`src/rtl/poll_responder_pkg.sv`:
```
package poll_responder_pkg;

  localparam int NREQ   = 4;
  localparam int BYTE_W = 8;

  // slot order is the priority order, slot 0 highest
  typedef enum logic [1:0] {
    K_DISP = 2'd0,
    K_RDY  = 2'd1,
    K_VID  = 2'd2,
    K_IRQ  = 2'd3
  } xkind_e;

  // response bit position for each priority slot
  function automatic int slot_bit(input int slot);
    case (slot)
      0:       return 0;
      1:       return 4;
      2:       return 1;
      default: return 3;
    endcase
  endfunction

  // isolate the lowest-index set bit
  function automatic logic [NREQ-1:0] first_set(input logic [NREQ-1:0] v);
    logic [NREQ-1:0] r;
    logic            hit;
    r   = '0;
    hit = 1'b0;
    for (int i = 0; i < NREQ; i++) begin
      if (v[i] && !hit) begin
        r[i] = 1'b1;
        hit  = 1'b1;
      end
    end
    return r;
  endfunction

  // map a one-hot slot vector onto the response byte
  function automatic logic [BYTE_W-1:0] to_byte(input logic [NREQ-1:0] oh);
    logic [BYTE_W-1:0] r;
    r = '0;
    for (int i = 0; i < NREQ; i++) begin
      if (oh[i]) r[slot_bit(i)] = 1'b1;
    end
    return r;
  endfunction

endpackage

```
`src/rtl/poll_pending.sv`:
```
module poll_pending
  import poll_responder_pkg::*;
#(
  parameter int N = NREQ
) (
  input  logic         clk,
  input  logic         rst_n,
  input  logic [N-1:0] set_v,
  input  logic [N-1:0] clr_v,
  output logic [N-1:0] pend_q
);

  for (genvar g = 0; g < N; g++) begin : g_flag
    always_ff @(posedge clk) begin
      if (!rst_n)          pend_q[g] <= 1'b0;
      else if (set_v[g])   pend_q[g] <= 1'b1;
      else if (clr_v[g])   pend_q[g] <= 1'b0;
    end
  end

endmodule

```
`src/rtl/poll_pick.sv`:
```
module poll_pick
  import poll_responder_pkg::*;
#(
  parameter int N = NREQ,
  parameter int W = BYTE_W
) (
  input  logic [N-1:0] pend,
  output logic [N-1:0] win_oh,
  output logic [W-1:0] code
);

  always_comb begin
    win_oh = first_set(pend);
    code   = W'(to_byte(win_oh));
  end

endmodule

```
`src/rtl/poll_ack_ctrl.sv`:
```
module poll_ack_ctrl #(
  parameter int W       = 8,
  parameter int ACK_LEN = 2
) (
  input  logic         clk,
  input  logic         rst_n,
  input  logic         poll,
  input  logic [W-1:0] code_next,
  output logic         poll_take,
  output logic         ack,
  output logic [W-1:0] dout
);

  localparam int CNT_W = $clog2(ACK_LEN + 1);

  logic [CNT_W-1:0] cnt_q;
  logic [W-1:0]     snap_q;

  assign ack       = (cnt_q != '0);
  assign poll_take = poll && !ack;
  assign dout      = ack ? snap_q : '0;

  always_ff @(posedge clk) begin
    if (!rst_n) begin
      cnt_q  <= '0;
      snap_q <= '0;
    end else if (poll_take) begin
      cnt_q  <= CNT_W'(ACK_LEN);
      snap_q <= code_next;
    end else if (ack) begin
      cnt_q  <= cnt_q - 1'b1;
    end
  end

endmodule

```
`src/rtl/poll_responder.sv`:
```
module poll_responder
  import poll_responder_pkg::*;
#(
  parameter int ACK_LEN = 2
) (
  input  logic              clk,
  input  logic              rst_n,
  input  logic              poll_i,
  output logic              ack_o,
  output logic [BYTE_W-1:0] resp_o,
  input  logic              disp_req_i,
  input  logic              vid_req_i,
  input  logic              irq_req_i,
  input  logic              rd_cap_valid_i,
  input  logic [BYTE_W-1:0] rd_cap_data_i,
  input  logic              done_i,
  input  logic [1:0]        done_kind_i,
  output logic [NREQ-1:0]   pend_o,
  output logic [BYTE_W-1:0] rdback_o
);

  logic [NREQ-1:0]   set_v;
  logic [NREQ-1:0]   clr_v;
  logic [NREQ-1:0]   pend_q;
  logic [NREQ-1:0]   win_oh;
  logic [BYTE_W-1:0] code_next;
  logic              poll_take;
  logic [BYTE_W-1:0] rd_hold_q;

  always_comb begin
    set_v         = '0;
    set_v[K_DISP] = disp_req_i;
    set_v[K_RDY]  = rd_cap_valid_i;
    set_v[K_VID]  = vid_req_i;
    set_v[K_IRQ]  = irq_req_i;
  end

  for (genvar g = 0; g < NREQ; g++) begin : g_clr
    assign clr_v[g] = done_i && (done_kind_i == 2'(g));
  end

  poll_pending #(.N(NREQ)) u_pend (
    .clk    (clk),
    .rst_n  (rst_n),
    .set_v  (set_v),
    .clr_v  (clr_v),
    .pend_q (pend_q)
  );

  poll_pick #(.N(NREQ), .W(BYTE_W)) u_pick (
    .pend   (pend_q),
    .win_oh (win_oh),
    .code   (code_next)
  );

  poll_ack_ctrl #(.W(BYTE_W), .ACK_LEN(ACK_LEN)) u_ack (
    .clk       (clk),
    .rst_n     (rst_n),
    .poll      (poll_i),
    .code_next (code_next),
    .poll_take (poll_take),
    .ack       (ack_o),
    .dout      (resp_o)
  );

  always_ff @(posedge clk) begin
    if (!rst_n)              rd_hold_q <= '0;
    else if (rd_cap_valid_i) rd_hold_q <= rd_cap_data_i;
  end

  assign pend_o   = pend_q;
  assign rdback_o = rd_hold_q;

endmodule

```
`config.mk`:
```
export PLATFORM = sky130hd
export DESIGN_NAME = poll_responder
export DESIGN_NICKNAME = d
export VERILOG_FILES = /design/src/rtl/poll_responder_pkg.sv /design/src/rtl/poll_pending.sv /design/src/rtl/poll_pick.sv /design/src/rtl/poll_ack_ctrl.sv /design/src/rtl/poll_responder.sv
export SDC_FILE = /design/constraint.sdc
export NUM_CORES = 1
export LEC_CHECK = 0
export ABC_AREA = 0
export BUFFER_PORTS_ARGS = -buffer_cell sky130_fd_sc_hd__buf_2
export CAP_MARGIN = 20
export CORE_MARGIN = 2
export CORE_UTILIZATION = 47
export CTS_CLUSTER_DIAMETER = 80
export DETAILED_ROUTE_END_ITERATION = 12
export GPL_TIMING_DRIVEN = 0
export HOLD_SLACK_MARGIN = 0.02
export PLACE_DENSITY_LB_ADDON = 0.3
export SETUP_SLACK_MARGIN = 0.1
export SYNTH_ARGS = -nofsm -noshare
export SYNTH_HDL_FRONTEND = slang
export SYNTH_SLANG_ARGS = --single-unit
```
`constraint.sdc`:
```
create_clock -name clk -period 3.3 [get_ports clk]
set_input_delay 0.66 -clock clk [delete_from_list [all_inputs] [get_ports clk]]
set_output_delay 0.66 -clock clk [all_outputs]
set_load 0.005 [all_outputs]
```
Yosys cells after proc, flatten, opt, wreduce, memory -nomap -nowiden

Cells that the tools add are included.

Flip-flop bits (word level): 22
Input bits: 18
Output and inout port bits: 21
Logic and storage cells: 81

$add $sub $neg: 1
Order comparisons: 8
Eq/ne operators: 3
Mux-type cells: 33
Bitwise logic cells: 4
Reductions and logical operators: 24

Operators by type and width:

| cell                | count |
|---|---|
| $ge 32x1->1 const B | 4 |
| $lt 32x5->1 const B | 4 |
| $mux 32             | 4 |
| $mux 8              | 5 |
| $or 8x8->8          | 3 |
| $mux 1              | 18 |
| $demux 1 s3         | 4 |
| $logic_and 1x1->1   | 12 |
| $reduce_bool 2->1   | 6 |
| $eq 2x2->1 const B  | 2 |
| $logic_not 1->1     | 4 |
| $mux 2              | 2 |
| $eq 2x1->1 const B  | 1 |
| $logic_not 2->1     | 1 |
| $reduce_or 2->1     | 1 |
| $sub 2x1->2 const B | 1 |
| $not 1->1           | 1 |

Longest topological paths before layout

Word-level depth: 17
Depth in mapped cells: 3

Hierarchy

A second synthesis with hierarchy kept.

Cells, all modules: 106
Area total of the unflattened synthesis: 1078.5 um2

By module, submodules not included:

| module         | times used | cells each | area an instance (um2) | seq. area each (um2) |
|---|---|---|---|---|
| poll_ack_ctrl  | 1          | 51         | 479.2                  | 200.2 |
| poll_responder | 1          | 30         | 331.6                  | 160.2 |
| poll_pending   | 1          | 12         | 165.2                  | 80.1 |
| poll_pick      | 1          | 13         | 102.6                  | 0.0 |

Least setup slack after synthesis

OpenSTA, ideal clock, no wires.

Path type: register to output
Start point: register u_ack.cnt_q[1]
End point: output resp_o[0]
Arrival: 628 ps
Data required time: 2640 ps
Path slack: 2012 ps
Cell stages (with the launch flop): 3
Path buffers: 0
Cell sequence: dfxtp_1 nor2_1 nor2b_1

Longest elaborated chain between the ends: 2

RTL lines:

| element                  | RTL line             | source |
|---|---|---|
| start: declaration       | poll_ack_ctrl.sv:16  | `logic [CNT_W-1:0] cnt_q;` |
| start signal: assignment | poll_ack_ctrl.sv:28  | `cnt_q <= CNT_W'(ACK_LEN);` |
| start signal: assignment | poll_ack_ctrl.sv:31  | `cnt_q <= cnt_q - 1'b1;` |
| $reduce_bool 2->1        | poll_ack_ctrl.sv:19  | `assign ack = (cnt_q != '0);` |
| $mux 8                   | poll_ack_ctrl.sv:21  | `assign dout = ack ? snap_q : '0;` |
| end: declaration         | poll_responder.sv:10 | `output logic [BYTE_W-1:0] resp_o,` |

Every way passes these cells.

Worst setup path after layout

Start point: register u_ack.cnt_q[1]
End point: output resp_o[3]

The elaborated chain is that of the path after synthesis.

==> impl_metrics.ini <==
[run_status]
run_status = complete, no violations

[die]
rows = 14
start_util = 0.5073
die_h_um = 44.79
die_w_um = 44.79
fp.dieArea_um2 = 2006
pin_count = 39
core_area_um2 = 1541

[synthesis]
syn_area_per_cell_um2 = 9.775
synth_common_cells = 18 x dfxtp_1, 13 x nor2b_1, 11 x mux2i_1
synth_edf_count = 0
synthCells = 80
synth_area_leaders = dfxtp_1 46%, mux2i_1 14%, nor2b_1 10%
synth_top_cell_area_share = 0.4608
synth_most_common_cell = dfxtp_1
synth-seq-area-share = 0.4608
yosys_most_used_dff = dfxtp_1
ys_seq_elements = 18
async_flop_share = 0
yosys_warnings = 0
synthesis.area_um2 = 782.0
yosys.area.top_type = dfxtp_1
synth.distinct_cells = 24

[sta]
final_hold_viol_count = 0
maxSlewViolCount = 0
setup_viol = 0
post-route-period-util = 0.5479
max_freq_ghz = 0.5531
period_needed_ps = 1808
tns_ps = 0
skew_ps = 2.876
rsz0062_at_grt = no
fin_hold_ws_ps = 471.3

[cells_and_area]
nets = 139
diodes = 0
area_delta_synth_final_pct = 29.76
drive_gt1_frac = 0.3750

[clocking]
cts-resized-gates = 0
clock_path_buffers = 2
h-tree-depth = 1
cts-root-buf = clkbuf_4
cts_tree = done
cts.clk_slew.worst_paths_ps = 100
numCtsBuffers = 3
cts_setup_buffers = 0
cts_sinks = 18
clkLatencyLatePin_ps = 290
ctsHoldBuffers = 0

[flow_run]
maxCapViolations = 0

[worst_setup_path]
cp-startpoint = u_ack.cnt_q[1]
rr_worst_depth = 2
r2r_setup_slack_ps = 2140
path_delay_family = flip-flops
critical_path_depth = 3
cp_slowest_cell = dfxtp_1
crit_path_max_incr_delay_ps = 370
path_class = flop to output port
critPathMaxFanout = 6
worstSetupStartpointType = flop
cp-endpoint = resp_o[3]
r2r-end = u_ack.snap_q[3]
endpoint_kind = output port
cp_data_arrival_time_ps = 1150
reg2reg_from = u_pend.pend_q[0]
crit_chain = nor2_1, nor2b_1, buf_2
path_buf_inv = 1
critPathRequiredTime_ps = 2640

[route]
drc = 0
drtPass1Iterations = 4
routed_wl_um = 1538
drt.antenna.violating_nets = 0
vias_per_cell = 5.037
drt_iter0_drc = 6
wl_per_cell_um = 11.31
vias = 685

[power_and_ir_drop]
pwr_density_cell_nw_per_um2 = 431.5
irDropWorstVdd_v = 0.0002985
p_leak_nw = 0.5206

[place]
hpwl_um = 1206
io_buffer_count = 33
place_congestion = 0.8504

[hold_path]
min_path_type = flop to flop

[global_route]
grt_overflow = 0
grt_first_pass_wirelength_um = 2463
grt_max_degree = 11
grt_antenna_before_repair = 0
grt_pass1_vias = 589
grt_use_total = 0.1675
-- how the worst min path moves through the flow --
stage | end | slack (ps) | cells after the start | start
6_report | u_ack.snap_q[4] | 470 | 2 | u_ack.snap_q[4]
4_1_cts | u_ack.snap_q[1] | 480 | 2 | u_ack.snap_q[1]
5_1_grt | u_ack.snap_q[3] | 510 | 2 | u_ack.snap_q[3]
2_1_floorplan | u_ack.snap_q[0] | 430 | 2 | u_ack.snap_q[0]
3_3_place_gp | u_ack.snap_q[4] | 440 | 2 | u_ack.snap_q[4]
3_5_place_dp | u_ack.snap_q[1] | 460 | 2 | u_ack.snap_q[1]
-- report_power, final --
group | leakage (nW) | internal, mW | switching [mW]
logic | 0.351 | 0.0364 | 0.0289
registers | 0.149 | 0.230 | 0.00915
clock network | 0.0210 | 0.0671 | 0.0661
-- worst min-delay path: cells and delay by family (launching register included) --
family	cells	cell delay, ps
flip-flops	1	330
multiplexers	1	50
AND/OR/NAND/NOR	1	50
-- metal layers --
layer  vias up  GRT usage  wire length, um
li1        343          -                -
met1       315     0.2000              667
met2        25     0.2899              777
met3         2    0.03600               79
met4         0    0.07059               12
met5         -          0                0
-- per-stage QoR --
stage                     std cells  power (mW)  instance area, um2  worst slack [ps]  utilization
final                           136      0.4379                1015              1492       0.6583
after global placement          132      0.3071               978.4              1826       0.6347
after detailed placement        132      0.3100               978.4              1790       0.6347
after global routing            136      0.4622                1015              1393       0.6583
after floorplan                  83      0.2809               793.3              2012            -
after CTS                       136      0.4439                1015              1460       0.6583
-- area by class of cell --
type | instances | area [um2]
fill | 147 | 526.8
multi-input combinational | 54 | 370.4
sequential | 18 | 360.3
timing repair buffer | 33 | 165.2
buffer | 8 | 51.30
clock buffer | 4 | 36.28
tap | 16 | 20.02
inverter | 3 | 11.26
-- registers in the layout (all words and copies together) (netlist names) --
name and count:
rdback_o 8, u_ack.snap_q 4, u_ack.cnt_q 2, u_pend.pend_q 4
-- placed cells by master, fill, tap and decap left out, drive strengths merged, types with 3 or more instances in the layout --
cell type,n
nand2,6
o21ai,4
conb,4
nor2,3
clkbuf,5
buf,40
mux2i,11
nor2b,13
dfxtp,18
inv,3
-- cell families (layout without fill, tap and decap cells) --
logic type,after synthesis,count (layout),share of synthesized area
AOI/OAI and AO/OA,10,10,0.07679
buffers and inverters,11,48,0.08000
DFF,18,18,0.4608
muxes,11,11,0.1408
other,1,4,0.004795
and+or+nand+nor,29,29,0.2368
No activity file was read; power rests on OpenSTA's default activity.
